**src/rtl/rxbuf_ptr_track.sv**
```systemverilog
module rxbuf_ptr_track #(
  parameter int FIFO_DEPTH = 16,
  parameter int HLEN_W = 4,
  parameter int OLEN_W = 11
) (
  input  logic              clk,
  input  logic              rst_n,
  input  logic              bus_reset,
  input  logic              pkt_start,
  input  logic              pkt_done,
  input  logic [HLEN_W-1:0] pkt_hdr_blocks,
  input  logic [OLEN_W-1:0] pkt_orb_quads,
  input  logic              fifo_push,
  input  logic              fifo_pop,
  input  logic              reg_wr,
  input  logic              reg_rd,
  input  logic [3:0]        reg_addr,
  input  logic [7:0]        reg_wdata,
  output logic [7:0]        reg_rdata,
  output logic              rx_busy
);
  localparam int CW = $clog2(FIFO_DEPTH + 1);
  localparam logic [CW-1:0] FULL_CNT = CW'(FIFO_DEPTH);

  logic [7:0]    hdr_pos, lhdr, uhdr;
  logic [10:0]   orb_pos, lorb, uorb, brst;
  logic [CW-1:0] fifo_cnt;
  logic          run, force_busy;
  logic [7:0]    shadow, hi_byte, lo_byte;

  wire wr_ctl = reg_wr && reg_addr == 4'hC;
  wire clr    = wr_ctl && reg_wdata[2];
  wire inc    = fifo_push && fifo_cnt != FULL_CNT;
  wire dec    = fifo_pop && fifo_cnt != '0;

  assign rx_busy = force_busy || (hdr_pos + 8'd1 == uhdr);

  always_comb begin
    hi_byte = 8'h00;
    lo_byte = 8'h00;
    case (reg_addr[3:1])
      3'd0: begin hi_byte = {3'b0, lhdr[7:3]};    lo_byte = {lhdr[2:0], 5'b0}; end
      3'd1: begin hi_byte = {3'b0, lorb[10:6]};   lo_byte = {lorb[5:0], 2'b0}; end
      3'd2: begin hi_byte = {3'b0, uhdr[7:3]};    lo_byte = {uhdr[2:0], 5'b0}; end
      3'd3: begin hi_byte = {3'b0, uorb[10:6]};   lo_byte = {uorb[5:0], 2'b0}; end
      3'd4: begin hi_byte = {3'b0, orb_pos[10:6]}; lo_byte = {orb_pos[5:0], 2'b0}; end
      3'd5: begin hi_byte = {3'b0, brst[10:6]};   lo_byte = {brst[5:0], 2'b0}; end
      default: ;
    endcase
  end

  always_comb begin
    reg_rdata = 8'h00;
    if (reg_rd) begin
      if (reg_addr < 4'hC)
        reg_rdata = reg_addr[0] ? shadow : hi_byte;
      else if (reg_addr == 4'hC)
        reg_rdata = {4'b0, fifo_cnt != '0, 1'b0, run, force_busy};
    end
  end

  always_ff @(posedge clk or negedge rst_n) begin
    if (!rst_n) begin
      hdr_pos <= '0; lhdr <= '0; uhdr <= '0;
      orb_pos <= '0; lorb <= '0; uorb <= '0; brst <= '0;
      fifo_cnt <= '0; run <= 1'b0; force_busy <= 1'b0; shadow <= '0;
    end else begin
      if (reg_rd && reg_addr < 4'hC && !reg_addr[0])
        shadow <= lo_byte;
      if (bus_reset)
        brst <= orb_pos;
      if (pkt_start) begin
        run  <= 1'b1;
        lhdr <= hdr_pos;
        lorb <= orb_pos;
      end
      if (pkt_done) begin
        run     <= 1'b0;
        hdr_pos <= hdr_pos + 8'(pkt_hdr_blocks);
        orb_pos <= orb_pos + 11'(pkt_orb_quads);
      end
      if (reg_wr) begin
        case (reg_addr)
          4'h4: uhdr[7:3]  <= reg_wdata[4:0];
          4'h5: uhdr[2:0]  <= reg_wdata[7:5];
          4'h6: uorb[10:6] <= reg_wdata[4:0];
          4'h7: uorb[5:0]  <= reg_wdata[7:2];
          4'hC: force_busy <= reg_wdata[0];
          default: ;
        endcase
      end
      if (clr)
        fifo_cnt <= '0;
      else if (inc && !dec)
        fifo_cnt <= fifo_cnt + 1'b1;
      else if (dec && !inc)
        fifo_cnt <= fifo_cnt - 1'b1;
    end
  end
endmodule

```
**config.mk**
```make
export PLATFORM = sky130hd
export DESIGN_NAME = rxbuf_ptr_track
export DESIGN_NICKNAME = d
export VERILOG_FILES = /design/src/rtl/rxbuf_ptr_track.sv
export SDC_FILE = /design/constraint.sdc
export NUM_CORES = 1
export LEC_CHECK = 0
export ABC_AREA = 1
export BUFFER_PORTS_ARGS = -buffer_cell sky130_fd_sc_hd__buf_4
export CAP_MARGIN = 20
export CORE_ASPECT_RATIO = 1.4
export CORE_MARGIN = 2
export CORE_UTILIZATION = 54
export CTS_CLUSTER_SIZE = 28
export DETAILED_ROUTE_END_ITERATION = 10
export GPL_TIMING_DRIVEN = 1
export PLACE_DENSITY = 0.78
export SETUP_SLACK_MARGIN = 0.15
export SLEW_MARGIN = 25
export SYNTH_ARGS = -nofsm -noshare
export SYNTH_HDL_FRONTEND = slang
export SYNTH_SLANG_ARGS = --single-unit
```
**constraint.sdc**
```tcl
create_clock -name clk -period 1.75 [get_ports clk]
set_input_delay 0.0875 -clock clk [delete_from_list [all_inputs] [get_ports clk]]
set_output_delay 0.0875 -clock clk [all_outputs]
set_load 0.01 [all_outputs]
```
## Word-level counts from Yosys, hierarchy flattened

Cells that the tools add are included.

| storage, ports and cells | value |
|---|---|
| register bits | 83 |
| input bits | 36 |
| output and inout bits | 9 |
| logic and storage cells | 63 |

| operators by class | value |
|---|---|
| $add $sub $neg | 5 |
| order comparisons | 1 |
| equal/unequal tests | 12 |
| muxes and demuxes | 11 |
| reductions and logical operators | 21 |

Operator list:

| kind | count |
|---|---|
| 8-bit one-hot mux with 6 select lines | 1 |
| 5-bit one-hot mux with 6 select lines | 1 |
| 8-bit 2-to-1 mux | 3 |
| 4-bit by 3-bit equality test with 1-bit output (second input constant) | 4 |
| 5-bit 2-to-1 mux | 3 |
| 11-bit adder | 1 |
| 2-bit AND reduction | 5 |
| 8-bit by 1-bit adder with 8-bit output (second input constant) | 1 |
| 8-bit by 4-bit adder with 8-bit output | 1 |
| 8-bit equality test | 1 |
| 1-bit logical AND | 8 |
| 3-bit by 2-bit equality test with 1-bit output (second input constant) | 2 |
| 3-bit equality test (second input constant) | 2 |
| 5-bit by 1-bit adder with 5-bit output (second input constant) | 1 |
| 5-bit inequality test (second input constant) | 1 |
| 5-bit nonzero test | 1 |
| 5-bit by 1-bit subtractor with 5-bit output (second input constant) | 1 |
| 4-bit equality test (second input constant) | 1 |
| 4-bit < comparator (second input constant) | 1 |
| 4-bit 2-to-1 mux | 1 |
| 3-bit by 1-bit equality test with 1-bit output (second input constant) | 1 |
| 1-bit zero test | 3 |
| 3-bit zero test | 1 |
| 3-bit nonzero test | 1 |
| 3 further kinds | 4 |

## Longest topological paths before layout

Gate-level depths: netlist of the first run.

| logic depth | value |
|---|---|
| depth in word-level cells | 7 |
| gate-level depth with buffers | 13 |
| mapped depth without buffers | 13 |

## Worst setup path after synthesis of the first run

Ideal clock, no wire load.

| path | value |
|---|---|
| path kind | reg2reg |
| start | register fifo_cnt[0] |
| end | register fifo_cnt[4] |
| library setup time | 0.118 ns |
| arrival | 1.725 ns |
| data required time | 1.632 ns |
| setup slack | -0.093 ns |
| stages on the path, launching flop included | 12 |
| path buffers | 0 |
| period minus slack after synthesis | 1.843 ns |
| path through | dfrtp_1 -> nor2_1 -> nand3_1 -> nand2_1 -> nand2_1 -> fa_1 -> nand3_1 -> nand3_1 -> nand2_1 -> nand2_1 -> nand4_1 -> nand2_1 |

| on the way | value |
|---|---|
| longest elaborated chain between the ends | 6 |
| elaborated cells between the ends (all ways) | 14 |
| classes of those cells | add/sub (2); eq/ne (1); mux (3); reduce/logical (8) |

RTL lines:

| what | line | text |
|---|---|---|
| from (decl) | 27 | `logic [CW-1:0] fifo_cnt;` |
| from (signal assigned) | 95 | `fifo_cnt <= fifo_cnt + 1'b1;` |
| from (signal assigned) | 97 | `fifo_cnt <= fifo_cnt - 1'b1;` |
| parallel branches: the longest is 6 deep, another holds 5-bit by 1-bit subtractor with 5-bit output | n/a |  |

Parallel ways; which one is timed is not known. The select of a mux whose other input is x is not followed.
A chain may end at the register's enable or synchronous reset.

## Worst setup path in the final report of the first run

| path | value |
|---|---|
| start | register hdr_pos[0] |
| end | output rx_busy |

| on the way | value |
|---|---|
| longest elaborated chain between the ends | 3 |

RTL lines:

| what | line | text |
|---|---|---|
| from (decl) | 25 | `logic [7:0] hdr_pos, lhdr, uhdr;` |
| from (signal assigned) | 79 | `hdr_pos <= hdr_pos + 8'(pkt_hdr_blocks);` |
| 8-bit by 1-bit adder with 8-bit output | 36 | `assign rx_busy = force_busy \|\| (hdr_pos + 8'd1 == uhdr);` |
| 8-bit equality test | 36 |  |
| 1-bit logical OR | 36 |  |
| to (decl) | 20 | `output logic rx_busy` |

Every way passes these cells.

==> results of run 1 <==
[cell usage after synthesis (5+ instances only)]
library cell,instances
a21oi_1,13
nand3_1,38
nor2_1,53
clkbuf_1,9
xor2_1,7
xnor2_1,8
nand4_1,5
o22ai_1,8
dfrtp_1,81
nand2_1,215
ha_1,18
inv_1,94
o21ai_0,63
o21ai_2,7
[cells by family (layout without fill, tap and decap cells)]
kind of cell | Yosys count | after routing | synth area share
compound gates | 103 | 103 | 0.1200
xor+xnor | 15 | 15 | 0.02727
simple gates | 327 | 327 | 0.2813
fa+ha+maj | 21 | 21 | 0.05922
buf+inv | 110 | 209 | 0.09143
flops | 81 | 81 | 0.4208
[cell type report]
cell class	count	share of cell area
inverter	96	0.05631
multi-input combinational	466	0.4369
clock buffer	10	0.03578
clock inverter	6	0.006647
timing repair buffer	97	0.1261
sequential	81	0.3177
tap	105	0.02053
[cells in the final DEF, fill, tap and decap left out, types with 3 or more instances in the layout]
master / count
a21oi_1: 6
a21oi_2: 6
buf_4: 78
buf_6: 17
clkbuf_16: 9
dfrtp_1: 76
dfrtp_2: 5
fa_2: 3
ha_1: 3
ha_4: 14
inv_1: 89
inv_2: 6
nand2_1: 198
nand2_2: 18
nand2_4: 4
nand3_1: 20
nand3_2: 17
nand3_4: 3
nand4_1: 5
nor2_1: 46
nor2_2: 9
o21ai_0: 56
o21ai_1: 9
o21ai_2: 9
o22ai_1: 8
xnor2_1: 6
xor2_1: 6
[timing repair]
action	in CTS	in global routing
hold buffers	1	0
resized for setup	50	59
setup buffers	18	15
endpoints found under the setup margin	13	22
hold endpoints to repair	33	0
pin swaps	32	45
[worst paths after layout]
path | start | endpoint | slack [ps] | depth (start not counted)
max reg2reg | fifo_cnt[3] | fifo_cnt[4] | -190 | 11
max in group asynchronous | rst_n | orb_pos[5] | 870 | 3
min in group asynchronous | rst_n | uhdr[7] | 260 | 2
min | reg_wdata[1] | uhdr[4] | 20 | 3
max | hdr_pos[0] | rx_busy | -220 | 12
min reg2reg | shadow[4] | shadow[4] | 480 | 2
[report_power, final]
group	switching [mW]	internal [mW]	total (mW)
registers	0.520	2.53	3.05
clock network	0.789	0.963	1.75
logic	2.62	2.21	4.83
total	3.93	5.70	9.63
[layer usage]
metal | up-vias | track usage
met5 | - | 0
met4 | 0 | 0.1591
met3 | 43 | 0.04558
met2 | 163 | 0.5109
met1 | 2271 | 0.3290
li1 | 2262 | -
[metrics by stage]
| step | power, mW | setup slack [ps] | setup TNS [ps] | area (sq um) | cells |
|---|---|---|---|---|---|
| 6_report | 9.627 | -224.0 | -1027 | 6400 | 861 |
| 5_1_grt | 10.27 | -352.8 | -1574 | 6400 | 861 |
| 4_1_cts | 8.734 | -64.57 | -113.5 | 6040 | 846 |
| 3_5_place_dp | 6.461 | -154.0 | -154.0 | 5403 | 811 |
| 3_3_place_gp | 6.266 | -22.08 | -22.08 | 5403 | 811 |
| 2_1_floorplan | 5.323 | 5.442 | 0 | 4866 | 657 |
[worst max-delay path: stages (launching register included)]
cell,delay [ps]
dfrtp_1,400
buf_6,140
ha_4,160
xnor2_2,160
inv_1,90
nand2_2,100
nand2_2,70
inv_2,50
nand2_2,40
nor2_2,100
nand2_1,60
nand2_2,70
buf_6,90
[registers in the layout, summed over array words and instances, names as in the netlist]
register    cells
fifo_cnt        5
force_busy      1
run             1
uhdr            8
lorb           11
brst           11
uorb           11
shadow          6
orb_pos        11
lhdr            8
hdr_pos         8
==> key figures, run 1 <==
Finish
  • Core Util, Final: 0.7435
  • Combined area of the multi-input logic cells: 2796 sq um
  • Antenna cells: 0
  • Area Growth Syn to Fin: 32.86%
  • Reg area: 2033 sq um
  • Nets: 808
  • Share of cells above drive strength 1: 0.2857
  • # fillers: around 630

Yosys
  • Most area-hungry cell type in the Yosys netlist: dfrtp_1
  • Top post-synthesis cells by area: dfrtp_1 (42%), nand2_1 (17%), inv_1 (7.3%)
  • Post-Syn Instances: between 600 and 700
  • Synthesized net count: 714
  • Synth warnings: 0
  • Top-area cell type share of the netlist area: 0.4208
  • Post-synthesis average cell area: 7.332 sq um
  • Yosys cell types: 38
  • Netlist Area Pre-Place: 4817 sq um
  • Share of synthesized registers carrying an async set or reset: 1.000
  • Sequential element share of the synthesized area: 0.4208
  • Dominant synthesized flop cell: dfrtp_1
  • FF+latch count, synth: approximately 80
  • Post-synth EDFFs: 0

STA
  • Period utilization: 1.128
  • Worst Max-Slew Pin Slew: 470.7 ps
  • Min cycle time layout: 1974 ps
  • Clk_skew: 8.899 ps
  • Fmax: 0.5066 GHz
  • Hold Vio Cnt, Final: 0
  • Final slew viol count: 0
  • Unrepaired setup endpoints after global routing: yes
  • Final worst slack: -224.0 ps
  • Hold slack final: approximately 21 ps
  • Slew Limit Headroom: 0.6862
  • Setup Viol. Count Final: 8

Placement
  • Port bufs: 44
  • Detailed Place HPWL: 9347 microns
  • Routability cong.: 0.9150

Critical path
  • CP Capture Type: output pin
  • Critical Path Start Type: register
  • Crit Path Class: reg2out
  • Critical path required time: 1660 ps
  • Arrival time at the worst endpoint: 1890 ps
  • Worst-path maximum fanout: 5

Die
  • Chip height: 115.8 microns
  • Die area: 9703 sq um
  • Ports: 45
  • Initial Utilization: 0.5596
  • Core Region: 8608 sq um
  • Overall die width: 83.83 microns
  • FP Rows: 40

Detailed routing
  • Initial drt markers: 370
  • Remaining routing DRC violations: 0
  • Vias per cell: ~5.5
  • Via count: 4739
  • Drt pass-1 iters: 5
  • Wire per inst: 16.46 microns
  • Top Metal Used: met4
  • Met3 wire length: approximately 660 microns
  • Detail Route Antenna Nets: 0
  • DRT met1 WL: around 5600 microns
  • Met2 WL: approximately 7300 microns
  • Routed WL: about 14000 microns

Global routing
  • Number of global-route vias before repair: 4760
  • First-pass GRT wire length: 22070 microns
  • Gr ovfl total: 0
  • Initial antenna violation count: 0
  • Largest net degree at the start of global routing: 49
  • All-layer global routing usage: 0.2863

Power
  • PwrDens: 1504 nW/um^2
  • Leak: 3.245 nW
  • Peak VDD IR: 0.001391 V

Flow run
  • Number of max-cap violations: 0

Run status
  • Outcome: complete, but fails checks
  • Failing checks: setup timing

Clock tree
  • Clk_lat worst skew: 350 ps
  • CTS H-tree lvls: 3
  • Clock Tree Buf Depth: 2
  • Num CTS Buffers: 9
  • Clock sink total: 81
  • Root Buffer Master: clkbuf_16
  • CTS tree: built
  • Clock slew at reported path FFs: about 60 ps

Hold path
  • Hold WC Path Type: in2reg
(Power assumes the default switching activity.)
==> inputs of run 2 (changes only) <==
- CELL_PAD_IN_SITES_DETAIL_PLACEMENT: not set -> 0
- CELL_PAD_IN_SITES_GLOBAL_PLACEMENT: not set -> 1
- CORE_UTILIZATION: 54 -> 39
==> key figures, run 2 (synthesized netlist as in run 1, its figures left out) <==
Run status
  • Outcome: complete, but fails checks
  • Failing checks: setup timing

Global routing
  • Gr ovfl total: 0 (unchanged)
  • Largest net degree at the start of global routing: 30 (-39%)
  • Number of global-route vias before repair: 4485 (-5.8%)
  • Initial antenna violation count: 0 (unchanged)
  • All-layer global routing usage: 0.2086 (-0.07767)
  • First-pass GRT wire length: 21830 microns (-1.1%)

Power
  • Clock power frac: 0.207 (+0.025)
  • Psw: 3.775 mW (-3.9%)
  • Switching share of total power: 0.3882 (-0.01995)
  • Power Internal: 5.951 mW (+4.4%)
  • Sequential fraction of design power: 0.310 (-0.007)
  • Leak: 3.302 nW (+1.8%)
  • Power share of the combinational group: 0.483 (-0.018)
  • PwrDens: 1483 nW/um^2 (-1.4%)
  • Peak VDD IR: 0.0006732 V (-52%)

Detailed routing
  • Via count: 4471 (-5.7%)
  • Remaining routing DRC violations: 0 (unchanged)
  • Drt pass-1 iters: 5 (unchanged)
  • Vias per cell: 4.929 (-10%)
  • Wire per inst: 14.99 microns (-8.9%)
  • Routed WL: 13590 microns (-4.1%)
  • Initial drt markers: 178 (-52%)
  • Detail Route Antenna Nets: 0 (unchanged)

Die
  • Chip height: 135.5 microns (+17%)
  • Overall die width: 97.93 microns (+17%)
  • FP Rows: 48 (+20%)
  • Die area: 13270 sq um (+37%)
  • Core Region: 12190 sq um (+42%)
  • Ports: 45 (unchanged)
  • Initial Utilization: 0.3951 (-0.1645)

Clock tree
  • Root Buffer Master: clkbuf_16
  • CTS tree: built
  • Clk_lat worst skew: 350 ps (about the same)
  • Clock Tree Buf Depth: 2 (unchanged)
  • Clock sink total: 81 (unchanged)
  • Num CTS Buffers: 9 (unchanged)
  • Clock slew at reported path FFs: 70 ps (about the same)
  • CTS H-tree lvls: 3 (unchanged)

Flow run
  • Number of max-cap violations: 0 (unchanged)

STA
  • Unrepaired setup endpoints after global routing: yes
  • Hold Vio Cnt, Final: 0 (unchanged)
  • Setup Viol. Count Final: 3 (-5)
  • Setup TNS: -159.3 ps (+868.1 ps)
  • Clk_skew: 6.953 ps (-1.946 ps)
  • Worst Max-Slew Pin Slew: 426.0 ps (-44.74 ps)
  • Slew Limit Headroom: 0.7160 (+0.02983)
  • Period utilization: 1.037 (-0.09130)
  • Fmax: 0.5512 GHz (+8.8%)
  • Final worst slack: -64.22 ps (+159.8 ps)
  • Min cycle time layout: 1814 ps (-159.8 ps)
  • Final slew viol count: 0 (unchanged)

Hold path
  • Hold_sp: reg_wdata[1]
  • Hold WC Path Type: in2reg
  • Hold Path Depth: 3 (unchanged)

Critical path
  • Arrival time at the worst endpoint: 2050 ps (+160 ps)
  • Critical Path Start Type: register
  • Crit Path Class: reg2reg
  • Worst R2R Path Depth: 11 (unchanged)
  • Critical path required time: 1990 ps (+330 ps)
  • Reg2reg start: fifo_cnt[3]
  • CP Capture Type: register
  • Worst-path maximum fanout: 5 (unchanged)
  • CP startpoint: fifo_cnt[3]

Finish
  • Commonest non-fill, non-tap cell in the layout: nand2_1
  • Most frequent cells in the layout: nand2_1 (201), inv_1 (92), buf_4 (80)
  • Nets: 809 (+0.12%)
  • Antenna cells: 0 (unchanged)
  • Non-Filler Instances: 907 (+5.3%)
  • Area Growth Syn to Fin: 36.18%
  • Share of cells above drive strength 1: 0.2880 (+0.002265)
  • Core Util, Final: 0.5381 (-0.2054)

Placement
  • Routability cong.: 0.8222 (-10%)
  • Detailed Place HPWL: 9851 microns (+5.4%)
  • Cells after DPL: 861 (+6.2%)
  • Port bufs: 44 (unchanged)
==> run 2: cell types whose count changed in the layout (fill, tap and decap cells not counted), moves of 3 or more <==
cell     delta
inv_1       +3
inv_2       -3
nand2_1     +3
nand2_2     -3
nand3_1     -4
nand3_2     +3
nor2_2      -3
nor2_4      +4
o21ai_2     +3
==> run 2: worst max-delay path, stage by stage (launching register included) <==
cell and delay (ps):
dfrtp_1 400, nor2_4 150, nand3_2 100, nand2_2 110, nand2_4 100, fa_2 410
nand3_4 90, nand2_2 60, nand2_2 70, nand4_1 80, nand4_1 100, nand2_1 50
==> run 2: timing repair <==
action                                  4_1_cts  5_1_grt
gates resized for setup                      45       69
hold endpoints to repair                     25        0
endpoints found under the setup margin       15       22
pin swaps                                    21       38
hold buffers                                  1        0
setup buffers                                17       12
==> run 2: routing by layer <==
metal | global-route usage | wire length (microns) | up-vias
met5 | 0 | 0 | -
li1 | - | - | 2270
met2 | 0.3767 | 7122 | 78
met3 | 0.03715 | 344 | 19
met1 | 0.2482 | 5795 | 2104
met4 | 0.07330 | 332 | 0
==> run 2: final timing paths <==
path | end | slack [ps]
setup / recovery | fifo_cnt[4] | -60
hold / removal | uorb[7] | 20
setup reg to reg | fifo_cnt[4] | -60
hold reg to reg | lorb[6] | 480
max in group asynchronous | uorb[1] | 950
min in group asynchronous | uorb[9] | 220
==> run 2: power by group through the flow <==
stage	clock (mW)	combinational, mW	sequential, mW
3_5_place_dp	0	3.49	2.99
6_report	2.02	4.69	3.02
5_1_grt	2.13	5.26	3.09
3_3_place_gp	0	3.38	2.97
4_1_cts	2.04	4.01	2.96
2_1_floorplan	0	2.39	2.93
==> run 2: final cells by class <==
cell class	instances	area (sq um)
multi-input combinational	466	2859
clock inverter	6	82.58
fill	1172	5632
timing repair buffer	98	810.8
clock buffer	10	229.0
inverter	96	360.3
tap	150	187.7
sequential	81	2031
==> run 2: per-stage QoR <==
stage	area (sq um)	total power [mW]	setup slack, ps	hold slack (ps)
after floorplan	4866	5.323	5.442	-208.1
after detailed placement	5497	6.485	-100.7	58.23
after global routing	6560	10.49	-192.6	43.19
after CTS	6137	9.006	-58.09	19.11
final	6560	9.727	-64.22	19.90
after global placement	5497	6.354	-25.56	57.61
==> inputs of run 3 (changes only) <==
--- a/config.mk
+++ b/config.mk
@@ -17,3 +17,3 @@
 export DETAILED_ROUTE_END_ITERATION = 10
-export GPL_TIMING_DRIVEN = 1
+export GPL_TIMING_DRIVEN = 0
 export PLACE_DENSITY = 0.78
==> constraint.sdc (replaced) <==
create_clock -name clk -period 1.75 [get_ports clk]
set_input_delay 0.175 -clock clk [delete_from_list [all_inputs] [get_ports clk]]
set_output_delay 0.175 -clock clk [all_outputs]
set_load 0.01 [all_outputs]
==> key figures, run 3 (synthesized netlist as in run 1, its figures left out) <==
Critical path
  • Crit path cell chain: ha_4 > xnor2_2 > inv_1 > nand2_1 > nand2_1 > inv_1 > nand2_1 > nor2_1 > nand2_1 > nand2_1 > buf_4
  • Crit Path Class: reg2out
  • Buffers & Inverters on Critical Path: 3 (+3)
  • CP Depth: 11 (unchanged)
  • Critical path required time: 1570 ps (-420 ps)
  • Largest stage delay on the critical path: 460 ps (+50 ps)
  • Delay-heaviest family, CP: flip-flops
  • CP Capture Type: output pin
  • Most common cell on crit path: nand2_1
  • Slowest cell on crit path: dfrtp_2
  • Worst-path maximum fanout: 3 (-2)
  • Critical Path Start Type: register
  • Worst R2R Path Depth: 11 (unchanged)
  • Arrival time at the worst endpoint: 1660 ps (-390 ps)

STA
  • Fmax: 0.5449 GHz (-1.1%)
  • Setup Viol. Count Final: 2 (-1)
  • Clk_skew: 4.291 ps (-2.662 ps)
  • Period utilization: 1.049 (+0.01199)
  • Slew Limit Headroom: 0.4935 (-0.2225)
  • Unrepaired setup endpoints after global routing: yes
  • Final slew viol count: 0 (unchanged)
  • Hold Vio Cnt, Final: 0 (unchanged)
  • Min cycle time layout: 1835 ps (+20.97 ps)
  • Setup TNS: -118.5 ps (+40.87 ps)
  • Worst Max-Slew Pin Slew: 759.7 ps (+333.7 ps)
  • Final worst slack: -85.19 ps (-20.97 ps)

Detailed routing
  • Via count: 4441 (-0.67%)
  • Drt pass-1 iters: 4 (-1)
  • Routed WL: 13110 microns (-3.6%)
  • Wire per inst: 14.48 microns (-3.4%)
  • Remaining routing DRC violations: 0 (unchanged)
  • DRT met1 WL: 5664 microns (-2.3%)
  • Initial drt markers: 196 (+10%)
  • Met2 WL: 6703 microns (-5.9%)
  • Detail Route Antenna Nets: 0 (unchanged)
  • Vias per cell: 4.907 (-0.45%)
  • Met3 wire length: 322 microns (-6.4%)
  • Top Metal Used: met4

Finish
  • Reg area: 2043 sq um (+0.62%)
  • Non-Filler Instances: 905 (-0.22%)
  • Area Growth Syn to Fin: 34.13%
  • Commonest non-fill, non-tap cell in the layout: nand2_1
  • Antenna cells: 0 (unchanged)
  • Share of cells above drive strength 1: 0.2821 (-0.005860)
  • Nets: 807 (-0.25%)
  • Most frequent cells in the layout: nand2_1 (200), inv_1 (89), buf_4 (71)
  • # fillers: 1159 (-1.1%)
  • Final instance area: 6461 sq um (-1.5%)
  • Combined area of the multi-input logic cells: 2819 sq um (-1.4%)

Clock tree
  • CTS tree: built
  • Clock slew at reported path FFs: 60 ps (about the same)
  • Clk_lat worst skew: 330 ps (-20 ps)
  • Clock sink total: 81 (unchanged)
  • Root Buffer Master: clkbuf_16
  • Num CTS Buffers: 9 (unchanged)
  • CTS H-tree lvls: 3 (unchanged)
  • Clock Tree Buf Depth: 2 (unchanged)

Power
  • Psw: 3.574 mW (-5.3%)
  • PwrDens: 1457 nW/um^2 (-1.7%)
  • Switching share of total power: 0.3795 (-0.008645)
  • Leak: 3.233 nW (-2.1%)
  • Power Internal: 5.843 mW (-1.8%)
  • Clock power frac: 0.207 (about the same)
  • Peak VDD IR: 0.0006522 V (-3.1%)
  • Power share of the combinational group: 0.462 (-0.021)
  • Sequential fraction of design power: 0.331 (+0.021)

Global routing
  • First-pass GRT wire length: 21290 microns (-2.5%)
  • Initial antenna violation count: 0 (unchanged)
  • Number of global-route vias before repair: 4460 (-0.56%)
  • Gr ovfl total: 0 (unchanged)
  • All-layer global routing usage: 0.2026 (-0.005987)
  • Largest net degree at the start of global routing: 82 (+170%)

Hold path
  • Hold WC Path Type: in2reg
  • Hold Path Depth: 2 (-1)

Placement
  • Routability cong.: 0.8172 (-0.61%)
  • Detailed Place HPWL: 9633 microns (-2.2%)
  • Port bufs: 43 (-2.3%)
  • Cells after DPL: 850 (-1.3%)
  • Placed instance area: 5376 sq um (-2.2%)

Die
  • Overall die width: 97.93 microns (unchanged)
  • Chip height: 135.5 microns (unchanged)
  • Initial Utilization: 0.3951 (unchanged)
  • Core Region: 12190 sq um (unchanged)
  • FP Rows: 48 (unchanged)
  • Die area: 13270 sq um (unchanged)
  • Ports: 45 (unchanged)

Flow run
  • Number of max-cap violations: 0 (unchanged)

Run status
  • Failing checks: setup timing
  • Outcome: complete, but fails checks
-- run 3: power groups by stage --
stage,clock network (mW),registers [mW],logic (mW)
detailed placement,0,3.14,3.09
floorplan,0,2.93,2.39
global route,2.08,3.20,4.89
CTS,1.99,3.11,3.92
finish,1.95,3.12,4.35
global placement,0,3.13,3.00
-- run 3: area by class of cell --
type | instances | share of cell area
buffer | 14 | 0.01278
tap | 150 | 0.02905
clock buffer | 13 | 0.03718
inverter | 96 | 0.05577
timing repair buffer | 82 | 0.1026
clock inverter | 3 | 0.01007
multi-input combinational | 466 | 0.4363
sequential | 81 | 0.3162
-- run 3: timing repair --
item | in CTS | in global routing
endpoints found under the hold margin | 0 | 81
gates resized for setup | 69 | 48
hold buffers | 0 | 1
pin swaps | 29 | 35
buffers inserted | 25 | 13
endpoints found under the setup margin | 20 | 22
-- run 3: worst register-to-register path, stage by stage, from the launching register on --
cell and delay, ps:
dfrtp_1 400, nor2_2 160, nand3_2 110, nand2_2 110, nand2_4 90, fa_2 380, nand3_2 80, nand3_1 90
nand2_1 80, nand2_1 50, nand4_1 80, nand2_1 50
-- run 3: final timing paths --
| check | from | end | slack, ps |
|---|---|---|---|
| max in group asynchronous | rst_n | fifo_cnt[0] | 720 |
| worst max register to register | fifo_cnt[2] | fifo_cnt[4] | -30 |
| worst max-delay path | hdr_pos[1] | rx_busy | -90 |
| worst min register to register | lorb[6] | lorb[6] | 470 |
| min in group asynchronous | rst_n | hdr_pos[6] | 440 |
| worst min-delay path | bus_reset | brst[10] | 80 |
-- run 3: routing by layer --
metal | track usage | vias up
li1 | - | 2258
met3 | 0.03044 | 23
met2 | 0.3619 | 76
met5 | 0 | -
met4 | 0.09105 | 0
met1 | 0.2397 | 2084
-- run 3: stage by stage --
step	setup slack [ps]	power, mW	hold WS, ps	utilization
after CTS	-84.13	9.011	70.39	0.5041
after global routing	-241.7	10.16	88.44	0.5300
after global placement	-177.4	6.132	420.7	0.4410
final	-85.19	9.417	82.72	0.5300
after floorplan	5.442	5.323	-120.6	-
after detailed placement	-217.9	6.227	424.4	0.4410
